File: config.mk
export PLATFORM = sky130hd
export DESIGN_NAME = smag_adder
export DESIGN_NICKNAME = d
export VERILOG_FILES = /design/src/rtl/smag_pkg.sv /design/src/rtl/smag_rst_sync.sv /design/src/rtl/smag_rca.sv /design/src/rtl/smag_adder.sv
export SDC_FILE = /design/constraint.sdc
export NUM_CORES = 1
export LEC_CHECK = 0
export ABC_AREA = 1
export BUFFER_PORTS_ARGS = -buffer_cell sky130_fd_sc_hd__buf_4
export CAP_MARGIN = 10
export CELL_PAD_IN_SITES_DETAIL_PLACEMENT = 1
export CELL_PAD_IN_SITES_GLOBAL_PLACEMENT = 1
export CORE_MARGIN = 2
export CORE_UTILIZATION = 38
export CTS_BUF_LIST = sky130_fd_sc_hd__clkbuf_4
export DETAILED_ROUTE_END_ITERATION = 8
export HOLD_SLACK_MARGIN = 0.05
export PLACE_DENSITY_LB_ADDON = 0.2
export SYNTH_ARGS = -nofsm -noshare
export SYNTH_HDL_FRONTEND = slang
export SYNTH_SLANG_ARGS = --single-unit
File: constraint.sdc
create_clock -name clk -period 1.05 [get_ports clk]
set_clock_uncertainty 0.05 [all_clocks]
set_input_delay 0.0525 -clock clk [delete_from_list [all_inputs] [get_ports clk]]
set_output_delay 0.0525 -clock clk [all_outputs]
set_load 0.01 [all_outputs]
File: src/rtl/smag_pkg.sv
package smag_pkg;
  // Default operand width, sign bit included
  localparam int unsigned SMAG_DEF_WIDTH = 32;
endpackage

File: src/rtl/smag_rst_sync.sv
module smag_rst_sync (
  input  logic clk,
  input  logic rst_n,
  output logic rst_sync_n
);
  logic [1:0] stage_q;

  always_ff @(posedge clk or negedge rst_n) begin
    if (!rst_n) stage_q <= 2'b00;
    else        stage_q <= {stage_q[0], 1'b1};
  end

  assign rst_sync_n = stage_q[1];
endmodule

File: src/rtl/smag_rca.sv
module smag_rca #(
  parameter int unsigned N = 31
) (
  input  logic [N-1:0] x,
  input  logic [N-1:0] y,
  input  logic         cin,
  output logic [N-1:0] s,
  output logic         cout
);
  logic [N:0] c;
  assign c[0] = cin;

  for (genvar i = 0; i < N; i++) begin : g_fa
    assign s[i]   = x[i] ^ y[i] ^ c[i];
    assign c[i+1] = (x[i] & y[i]) | (x[i] & c[i]) | (y[i] & c[i]);
  end

  assign cout = c[N];
endmodule

File: src/rtl/smag_adder.sv
module smag_adder #(
  parameter int unsigned WIDTH = smag_pkg::SMAG_DEF_WIDTH
) (
  input  logic             clk,
  input  logic             rst_n,
  input  logic             en,
  input  logic [WIDTH-1:0] op_a,
  input  logic [WIDTH-1:0] op_b,
  output logic [WIDTH-1:0] sum,
  output logic             ovf
);
  localparam int unsigned MW = WIDTH - 1;

  logic          rst_q_n;
  logic          sgn_a, sgn_b, like_sgn;
  logic [MW-1:0] mag_a, mag_b;
  logic [MW-1:0] add_mag, amb_mag, bma_mag;
  logic          add_co, a_ge_b, bma_co;
  logic [MW-1:0] mag_d;
  logic          sgn_d, ovf_d;
  logic [WIDTH-1:0] sum_q;
  logic          ovf_q;

  smag_rst_sync u_rst (.clk(clk), .rst_n(rst_n), .rst_sync_n(rst_q_n));

  assign sgn_a    = op_a[WIDTH-1];
  assign sgn_b    = op_b[WIDTH-1];
  assign mag_a    = op_a[MW-1:0];
  assign mag_b    = op_b[MW-1:0];
  assign like_sgn = ~(sgn_a ^ sgn_b);

  // magnitude sum
  smag_rca #(.N(MW)) u_add (.x(mag_a), .y(mag_b), .cin(1'b0),
                            .s(add_mag), .cout(add_co));
  // a - b; carry out high means mag_a >= mag_b
  smag_rca #(.N(MW)) u_amb (.x(mag_a), .y(~mag_b), .cin(1'b1),
                            .s(amb_mag), .cout(a_ge_b));
  // b - a
  smag_rca #(.N(MW)) u_bma (.x(mag_b), .y(~mag_a), .cin(1'b1),
                            .s(bma_mag), .cout(bma_co));

  // next-state
  always_comb begin
    if (like_sgn) begin
      mag_d = add_mag;
      sgn_d = sgn_a;
      ovf_d = add_co;
    end else if (a_ge_b) begin
      mag_d = amb_mag;
      sgn_d = sgn_a;
      ovf_d = 1'b0;
    end else begin
      mag_d = bma_mag;
      sgn_d = sgn_b;
      ovf_d = 1'b0;
    end
    if (mag_d == '0) sgn_d = 1'b0;
  end

  // register
  always_ff @(posedge clk or negedge rst_q_n) begin
    if (!rst_q_n) begin
      sum_q <= '0;
      ovf_q <= 1'b0;
    end else if (en) begin
      sum_q <= {sgn_d, mag_d};
      ovf_q <= ovf_d;
    end
  end

  assign sum = sum_q;
  assign ovf = ovf_q;


  hold_when_idle_chk: assert property (@(posedge clk) disable iff (!rst_q_n)
    !en |=> ($stable(sum_q) && $stable(ovf_q)));


  no_neg_zero_chk: assert property (@(posedge clk) disable iff (!rst_q_n)
    (sum_q[MW-1:0] == '0) |-> !sum_q[WIDTH-1]);


  unlike_no_ovf_chk: assert property (@(posedge clk) disable iff (!rst_q_n)
    (en && (sgn_a != sgn_b)) |=> !ovf_q);


  ovf_like_sgn_chk: assert property (@(posedge clk) disable iff (!rst_q_n)
    (en && !like_sgn) |=> !ovf_q);


  pos_sign_chk: assert property (@(posedge clk) disable iff (!rst_q_n)
    (en && !sgn_a && !sgn_b) |=> !sum_q[WIDTH-1]);


  bma_borrow_chk: assert property (@(posedge clk) disable iff (!rst_q_n)
    (mag_a != mag_b) |-> (a_ge_b != bma_co));
endmodule

==> qor.yml, run 1 <==
cp_max_fo: 2
port_buffers: 99
drt_pass1_iterations: 4
vias_per_cell: 4.83
end_kind: "flip-flop"
r2r_slack_ns: 0.19
synth_top_family_by_area: "adder cells"
status: "finished, violations left"
finalNetCount: 886
first_global_vias: 4772
hold-path-cell-count: 5
violations: "setup timing"
period_minus_slack_ns: 11.93
timing.fmax_mhz: 83.8
power.density_nw_per_um2: 1070
place_inst: 836
drtIter0Drc: 147
critPathKind: "input port to flip-flop"
drive_gt1_share_pct: 53.2
cts-root-buf: "clkbuf_4"
p_sw_share_pct: 41.0
clock_sinks: 35
synth-compound-area-share_pct: 4.46
std_cell_rows: 38
ir_drop_mv: 0.675
finalHoldViolCount: 0
grt_pass1_wl_um: 23300
setup_slack_ns: -10.88
vias: 4195
min_from: "op_a[31]"
ant_nets: 0
p_seq_share_pct: 24.4
setup_violations: 33
slowest_stage: "fa_1"
ys_types: 19
r2r_start: "sum[20]"
io_pins: 100
p_leak_nw: 3.42
finalCritPeriodShare_pct: 1140
syn_avg_cell_area_um2: 8.17
power.internal_mw: 4.33
startpoint_type: "input port"
syn_area_um2: 4320
drc_errors: 0
synthSimpleGateAreaFrac_pct: 21.6
grt-ovfl-total: 0
cts.reportedPaths.clkPinSlew_ns: 0.14
r2r_end: "sum[20]"
p_switching_mw: 3.01
crit_top_cell: "fa_2"
yosys.area_share.xor_xnor_pct: 0
worstPathRequired_ns: 1.26
syn_inst: 529
reg2regPathDepth: 3
synth_fa_ha_area_share_pct: 42.4
wire_per_inst_um: 17.7
wl_um: 15400
rsz0062_at_grt: "yes"
core_area_um2: 11000
arrival_ns: 12.14
comb_power_share_pct: 61.0
htree_levels: 2
synth_mux_area_share_pct: 0
p_total_mw: 7.33
grtUsageTotal_pct: 23.8
antenna_found_initial: 0
die_area_um2: 12200
die_height_um: 111
die_w_um: 111
cts_tree: "done"
ys_ff_latch: 35
hp-class: "input port to flip-flop"
cts_max_path_buffers: 2
numCtsBuffers: 5
yosysSeqAreaShare_pct: 20.3
syn_nets: 689
maxCapViolCount: 0
initial_core_util_pct: 39.3
area_growth_pct: 58.8
grt_max_degree: 49
max_stage_delay_ns: 0.57
synth_warnings: 0
slew_violations: 0
gp_congestion: 0.826
holdPathEnd: "sum[31]"
instances_no_fill: 868
clock_latency_ns: 0.34
dpl.hpwl_um: 11000
clkPwrFrac_pct: 14.6
layout make-up:
type                    instances  area [um2]
clock inverters                 3        47.5
flip-flops and latches         35         877
inverters                      99         387
repair buffers                208        1890
clock buffers                   5        37.5
well taps                     140         175
fillers                      1272        4120
diodes                          1        2.50
multi-input cells             377        3440
layout by cell type (no fill, tap or decap):
cell / instances
a21oi_1: 1
a31oi_1: 2
buf_12: 11
buf_16: 1
buf_4: 158
buf_6: 31
buf_8: 1
bufinv_16: 1
clkbuf_16: 2
clkbuf_4: 5
clkinv_4: 1
conb_1: 1
dfrtp_1: 34
dfrtp_2: 1
diode_2: 1
dlygate4sd3_1: 4
fa_1: 6
fa_2: 83
ha_1: 2
ha_2: 1
ha_4: 1
inv_1: 94
inv_12: 1
inv_2: 3
inv_4: 1
inv_6: 1
nand2_1: 167
nand2_2: 56
nand2_4: 2
nand3_1: 1
nand3_4: 1
nand3b_1: 2
nor2_1: 12
nor2_2: 4
o21ai_0: 2
o21ai_1: 12
o21ai_2: 20
o21ai_4: 1
critical path, delay by kind of cell:
| family | cells | cell delay (ns) |
|---|---|---|
| buffers and inverters | 4 | 0.37 |
| and+or+nand+nor | 11 | 0.86 |
| adders and majority gates | 30 | 10.86 |
flip-flops by register name, indices dropped and copies added, names as in the netlist:
register and cells:
u_rst.stage_q 2, sum 32, ovf 1
cell usage after synthesis:
master,instances,area (um2)
dfrtp_1,35,876
inv_1,98,368
o21ai_0,31,155
conb_1,1,3.75
nand3_1,2,10.0
a31oi_1,2,12.5
a21oi_1,1,5.00
fa_1,89,1780
buf_6,4,45.0
ha_1,4,50.1
nand2_2,2,12.5
buf_4,1,7.51
nand3b_1,2,15.0
nand2_1,223,837
clkbuf_1,6,22.5
buf_2,7,35.0
o21ai_1,4,20.0
nor2_1,16,60.1
inv_2,1,3.75
per-layer routing:
| metal | vias to the layer above | routed length, um | GRT usage [%] |
|---|---|---|---|
| met2 | 101 | 8910 | 47.2 |
| met3 | 26 | 489 | 2.85 |
| li1 | 1919 | - | - |
| met5 | - | 0 | 0 |
| met1 | 2149 | 5660 | 27.6 |
| met4 | 0 | 284 | 3.75 |
per-stage QoR:
stage	setup slack (ns)	setup TNS, ns	cell area (um2)	hold slack (ns)	utilization (%)
finish	-10.88	-334.02	6860	0.118	62.5
global route	-11.26	-342.90	6860	0.188	62.4
CTS	-10.70	-333.61	6450	0.0880	58.7
detailed placement	-11.41	-346.49	6080	-0.213	55.3
global placement	-11.13	-337.69	6080	-0.214	55.3
floorplan	-10.43	-321.68	4520	-0.293	-
how the worst max path moves through the flow:
stage / slack [ns] / startpoint / endpoint
final: -10.88 / op_a[0] / sum[31]
after global routing: -11.26 / op_a[0] / sum[31]
after CTS: -10.70 / op_a[0] / sum[31]
after detailed placement: -11.41 / op_a[0] / sum[31]
after global placement: -11.13 / op_a[0] / sum[31]
after floorplan: -10.43 / op_a[0] / sum[31]
cells by family after synthesis:
kind of cell,Yosys count
AOI/OAI and AO/OA,38
adders and majority gates,93
buffers and inverters,117
DFF,35
other,1
and+or+nand+nor,245
what timing repair did:
item / in CTS / in global routing
resized for setup: 62 / 94
endpoints found under the hold margin: 7 / 0
buffers inserted: 8 / 8
pin swaps: 12 / 29
setup endpoints to repair: 39 / 55
hold buffers: 4 / 0
gates cloned: 1 / 2
power groups by stage:
stage | clock network (mW) | registers (mW) | logic, mW
after global routing | 1.14 | 1.81 | 4.95
final | 1.07 | 1.79 | 4.47
after detailed placement | 0 | 1.78 | 3.57
after CTS | 1.08 | 1.76 | 3.88
after global placement | 0 | 1.77 | 3.35
after floorplan | 0 | 1.85 | 1.66
Note: power is estimated with default switching activity, not from simulation.
==> inputs of run 2 (changes only) <==
--- a/config.mk
+++ b/config.mk
@@ -12,7 +12,7 @@
 export CELL_PAD_IN_SITES_GLOBAL_PLACEMENT = 1
 export CORE_MARGIN = 2
 export CORE_UTILIZATION = 38
-export CTS_BUF_LIST = sky130_fd_sc_hd__clkbuf_4
+export CTS_BUF_LIST = sky130_fd_sc_hd__clkbuf_2
 export DETAILED_ROUTE_END_ITERATION = 8
 export HOLD_SLACK_MARGIN = 0.05
 export PLACE_DENSITY_LB_ADDON = 0.2
==> run 2 against run 1 <==
Net effect:
- the flow still finishes with violations (setup timing)
- die area unchanged
- design area up 2.4%
- wire length up 5.3%
- sequential share of layout area down 0.30 points
- non-clock buffer count up 1
- worst setup slack better by 0.12 ns
- combinational power up 6.3%
- critical endpoint unchanged
==> qor.yml, run 2 (synthesis results as in run 1) <==
timing.hold.ws_ns: 0.105  # -0.0130 ns
htree_levels: 2  # unchanged
clock_latency_ns: 0.44  # +0.10 ns
core_area_um2: 11000  # unchanged
cts.reportedPaths.clkPinSlew_ns: 0.24  # +0.10 ns
p_leak_nw: 3.50  # +2.3%
instances_no_fill: 868  # unchanged
period_minus_slack_ns: 11.81  # -0.122 ns
slowest_stage: "fa_2"
std_cell_rows: 38  # unchanged
initial_core_util_pct: 39.3  # unchanged
hp-class: "input port to flip-flop"
grt_pass1_wl_um: 24500  # +5.2%
die_area_um2: 12200  # unchanged
slew_violations: 0  # unchanged
multiInputGateArea_um2: 3550  # +3.1%
io_pins: 100  # unchanged
timing.fmax_mhz: 84.7  # +1.0%
grt-ovfl-total: 0  # unchanged
crit_top_cell: "fa_2"
ir_drop_mv: 0.602  # -11%
power.density_nw_per_um2: 1080  # +0.58%
critPathTopFamily: "adder cells"
finalCritPeriodShare_pct: 1120  # -12 points
cp.buffers_inverters: 6  # +2
end_kind: "flip-flop"
startpoint_type: "input port"
diodes: 0  # -1
crit_path_start: "op_a[0]"
first_global_vias: 4930  # +3.3%
setup_violations: 65  # +97%
place_inst: 836  # unchanged
cts_tree: "done"
drt_pass1_iterations: 4  # unchanged
dpl.hpwl_um: 11000  # unchanged
status: "finished, violations left"
finalHoldViolCount: 0  # unchanged
gp_congestion: 0.826  # unchanged
port_buffers: 99  # unchanged
rsz0062_at_grt: "yes"
seqCellArea_um2: 877  # unchanged
maxCapViolCount: 0  # unchanged
cts_max_path_buffers: 2  # unchanged
wire_per_inst_um: 18.6  # +5.3%
arrival_ns: 12.15  # about the same
mostFrequentLayoutCells: "nand2_1 (144), buf_4 (144), inv_1 (95), fa_2 (82), nand2_2 (69)"
violations: "setup timing"
area_growth_pct: 62.6
drtIter0Drc: 170  # +16%
wl_um: 16200  # +5.3%
clock_sinks: 35  # unchanged
ant_nets: 0  # unchanged
drc_errors: 0  # unchanged
grtUsageTotal_pct: 25.3  # +1.5 points
max_stage_delay_ns: 0.39  # -0.18 ns
die_height_um: 111  # unchanged
setup_slack_ns: -10.76  # +0.122 ns
antenna_found_initial: 0  # unchanged
drive_gt1_share_pct: 56.5  # +3.2 points
worstPathRequired_ns: 1.39  # +0.13 ns
vias: 4220  # +0.60%
grt_max_degree: 49  # unchanged
largest_reg_flops: 32  # unchanged
vias_per_cell: 4.86  # +0.60%
cp_max_fo: 5  # +3
critPathKind: "input port to flip-flop"
cts-root-buf: "clkbuf_2"
n_fill_cell: 1252  # -1.6%
finalNetCount: 887  # +0.11%
min_from: "op_b[31]"
r2r_start: "ovf"
numCtsBuffers: 5  # unchanged
die_w_um: 111  # unchanged
run 2: cell count changes in the layout (fill, tap and decap cells not counted), sizes merged:
cell	before	now
buf	202	203
diode	1	0
dlygate4sd3	4	5
clkbuf	7	6
run 2: cell type report:
cell class / count / share of cell area (%)
inverter: 99 / 5.50
sequential: 35 / 12.5
timing repair buffer: 209 / 27.9
clock inverter: 3 / 0.677
tap: 140 / 2.49
clock buffer: 5 / 0.356
multi-input combinational: 377 / 50.6
run 2: stage by stage:
| stage | instance area, um2 | utilization [%] | power, mW | TNS, ns | worst slack, ns |
|---|---|---|---|---|---|
| 3_3_place_gp | 6080 | 55.3 | 5.12 | -337.69 | -11.13 |
| 3_5_place_dp | 6080 | 55.3 | 5.35 | -346.49 | -11.41 |
| 4_1_cts | 6710 | 61.1 | 6.99 | -333.43 | -10.65 |
| 6_report | 7030 | 64.0 | 7.56 | -334.41 | -10.76 |
| 2_1_floorplan | 4520 | - | 3.50 | -321.68 | -10.43 |
| 5_1_grt | 7030 | 64.0 | 8.09 | -343.87 | -11.10 |
run 2: path summary, 6_finish.rpt:
path	end	slack, ns	cells past startpoint
max	sum[31]	-10.76	47
min	sum[31]	0.11	6
max reg2reg	ovf	-0.04	4
min reg2reg	sum[10]	0.15	1
max in group asynchronous	u_rst.stage_q[1]	0.38	3
min in group asynchronous	sum[10]	0.15	1
run 2: routing by layer:
metal  routed length (um)  vias up  part of all wire, %  GRT usage (%)
li1                     -     1922                    -              -
met3                  617       41                  3.8           3.07
met4                  488        0                  3.0           6.25
met2                 9220      116                   57           50.0
met1                 5840     2141                   36           28.5
met5                    0        -                    0              0
run 2: where the power goes:
group	internal, mW	switching, mW
clock	0.415	0.588
sequential	1.58	0.225
combinational	2.37	2.38
run 2: repair_timing:
item,4_1_cts,5_1_grt
hold endpoints to repair,7,0
hold buffers,5,0
gates resized for setup,125,85
setup buffers,16,5
pin swaps,44,54
gates cloned,2,1
endpoints found under the setup margin,65,66
run 2: worst min-delay path, cell delays in order:
cell,delay [ns]
buf_4,0.13
inv_1,0.11
buf_4,0.13
a21oi_1,0.06
nand2_1,0.07
nand2_1,0.05
==> inputs of run 3 (changes only) <==
--- a/config.mk
+++ b/config.mk
@@ -11,10 +11,11 @@
 export CELL_PAD_IN_SITES_DETAIL_PLACEMENT = 1
 export CELL_PAD_IN_SITES_GLOBAL_PLACEMENT = 1
 export CORE_MARGIN = 2
-export CORE_UTILIZATION = 38
+export CORE_UTILIZATION = 42
 export CTS_BUF_LIST = sky130_fd_sc_hd__clkbuf_2
 export DETAILED_ROUTE_END_ITERATION = 8
 export HOLD_SLACK_MARGIN = 0.05
+export MAX_ROUTING_LAYER = met4
 export PLACE_DENSITY_LB_ADDON = 0.2
 export SYNTH_ARGS = -nofsm -noshare
 export SYNTH_HDL_FRONTEND = slang
==> constraint.sdc (replaced) <==
create_clock -name clk -period 13.1 [get_ports clk]
set_clock_uncertainty 0.05 [all_clocks]
set_input_delay 0.655 -clock clk [delete_from_list [all_inputs] [get_ports clk]]
set_output_delay 0.655 -clock clk [all_outputs]
set_load 0.01 [all_outputs]
==> run 3 against run 2 <==
Net effect:
- the flow now finishes without violations
- final cell count down 11%
- sequential power decreased by 92%
- critical path depth is 4 lower
- combinational power shrank 95%
- via count decreased by 13%
- wire length down 28%
- worst setup slack better by 11 ns
- largest power group unchanged
==> qor.yml, run 3 (synthesis results as in run 1) <==
relSlewSlack_pct: 55.4
post_cts_buffers: 0  # -16
mostFrequentLayoutCell: "nand2_1"
clock_sinks: 35  # unchanged
wire_per_inst_um: 15.0  # -19%
hp-class: "flip-flop to asynchronous set/reset pin"
r2r_end: "sum[22]"
vias: 3658  # -13%
die_w_um: 105  # -4.7%
timing.fmax_mhz: 78.6
timing.hold.ws_ns: 0.196  # +0.0907 ns
slew_violations: 0  # unchanged
vias_per_cell: 4.72  # -2.9%
cts_tree: "done"
finalNetCount: 798  # -10%
reg2regPathDepth: 2  # -2
grt_max_degree: 50  # +2.0%
arrival_ns: 13.03  # +0.88 ns
finalHoldViolCount: 0  # unchanged
period_minus_slack_ns: 12.73
power.density_nw_per_um2: 85.3  # -92%
maxCapViolCount: 0  # unchanged
diodes: 0  # unchanged
antenna_found_initial: 0  # unchanged
setup_violations: 0  # -100%
cts.reportedPaths.clkPinSlew_ns: 0.24  # about the same
n_fill_cell: 1240  # -0.96%
cts_max_path_buffers: 2  # unchanged
port_buffers: 99  # unchanged
cts-root-buf: "clkbuf_2"
p_total_mw: 0.470  # -94%
dpl.hpwl_um: 9830  # -11%
slowest_stage: "fa_1"
io_pins: 100  # unchanged
ir_drop_mv: 0.0403  # -93%
critPathKind: "input port to flip-flop"
r2r_slack_ns: 12.33  # +12.37 ns
drt_pass1_iterations: 4  # unchanged
finalCritPeriodShare_pct: 97.2
end_kind: "flip-flop"
core_area_um2: 10100  # -7.7%
r2r_start: "sum[22]"
crit_top_cell: "fa_1"
status: "finished clean"
gp_congestion: 0.805  # -2.5%
grtUsageTotal_pct: 22.6  # -2.6 points
startpoint_type: "input port"
mostFrequentLayoutCells: "nand2_1 (219), buf_4 (116), inv_1 (98), fa_1 (46), fa_2 (43)"
seqCellArea_um2: 876  # -0.14%
numCtsBuffers: 5  # unchanged
drc_errors: 0  # unchanged
die_height_um: 105  # -4.7%
initial_core_util_pct: 42.6  # +3.3 points
max_slew.worst_pin.slew_ns: 0.667
grt_pass1_wl_um: 19200  # -21%
htree_levels: 2  # unchanged
ant_nets: 0  # unchanged
max_stage_delay_ns: 0.44  # +0.05 ns
p_leak_nw: 2.88  # -18%
first_global_vias: 4005  # -19%
drtIter0Drc: 134  # -21%
area_growth_pct: 27.4
std_cell_rows: 37  # -2.6%
largest_reg_flops: 32  # unchanged
wl_um: 11600  # -28%
worstPathRequired_ns: 13.40  # +12.01 ns
multiInputGateArea_um2: 3080  # -13%
drive_gt1_share_pct: 27.7  # -29 points
grt-ovfl-total: 0  # unchanged
cp_max_fo: 2  # -3
clock_latency_ns: 0.41  # -0.03 ns
die_area_um2: 11100  # -9.2%
## run 3: changes by cell type in the layout (fill, tap and decap cells not counted), moves of 10 or more
cell     previous run  this run
nand2_1           144       219
nand2_2            69         6
buf_6              44         1
fa_1                7        46
fa_2               82        43
buf_4             144       116
o21ai_0             3        31
o21ai_2            23         0
nand2_4            12         0
buf_12             12         2
## run 3: area by class of cell
class | instances | area share (%)
clock buffers | 5 | 0.455
flip-flops and latches | 35 | 15.9
repair buffers | 120 | 16.9
inverters | 99 | 6.80
multi-input cells | 377 | 56.0
well taps | 136 | 3.09
clock inverters | 3 | 0.864
## run 3: critical path, delay by kind of cell
family	cells	cell delay [ns]
fa+ha+maj	31	11.36
buf+inv	4	0.35
simple gates	8	0.64
## run 3: power by group
| part | switching, mW | internal, mW | total [mW] |
|---|---|---|---|
| Sequential | 0.0138 | 0.126 | 0.140 |
| Combinational | 0.138 | 0.115 | 0.252 |
| Clock | 0.0439 | 0.0333 | 0.0772 |
| Total | 0.195 | 0.275 | 0.470 |
## run 3: worst max-delay path by stage
stage | cells past startpoint | end | startpoint | slack [ns]
after CTS | 43 | sum[31] | op_a[0] | 0.01
after floorplan | 49 | sum[31] | op_a[0] | 0.008
after global placement | 48 | sum[31] | op_a[0] | -0.60
after global routing | 43 | sum[31] | op_a[0] | -0.03
after detailed placement | 48 | sum[31] | op_a[0] | -0.98
final | 43 | sum[31] | op_a[0] | 0.37
## run 3: timing repair
| item | CTS | global route |
|---|---|---|
| hold buffers | 1 | 0 |
| resized for setup | 20 | 25 |
| endpoints found under the setup margin | 31 | 5 |
| pin swaps | 2 | 4 |
| endpoints found under the hold margin | 2 | 0 |
## run 3: metrics by stage
step | setup WS, ns | TNS, ns | instance area [um2] | instances | utilization [%]
2_1_floorplan | 0.00770 | 0 | 4330 | 529 | -
3_3_place_gp | -0.604 | -6.30 | 5310 | 766 | 52.4
3_5_place_dp | -0.984 | -18.44 | 5310 | 766 | 52.4
4_1_cts | 0.0147 | 0 | 5440 | 775 | 53.7
5_1_grt | -0.0272 | -0.0272 | 5510 | 775 | 54.3
6_report | 0.370 | 0 | 5510 | 775 | 54.3
## run 3: routing by layer
layer	vias up	share of wire, %	track usage [%]
met5	-	0	-
met4	0	0.81	4.00
met3	9	3.4	2.35
met2	69	55	41.4
met1	1846	40	27.4
li1	1734	-	-
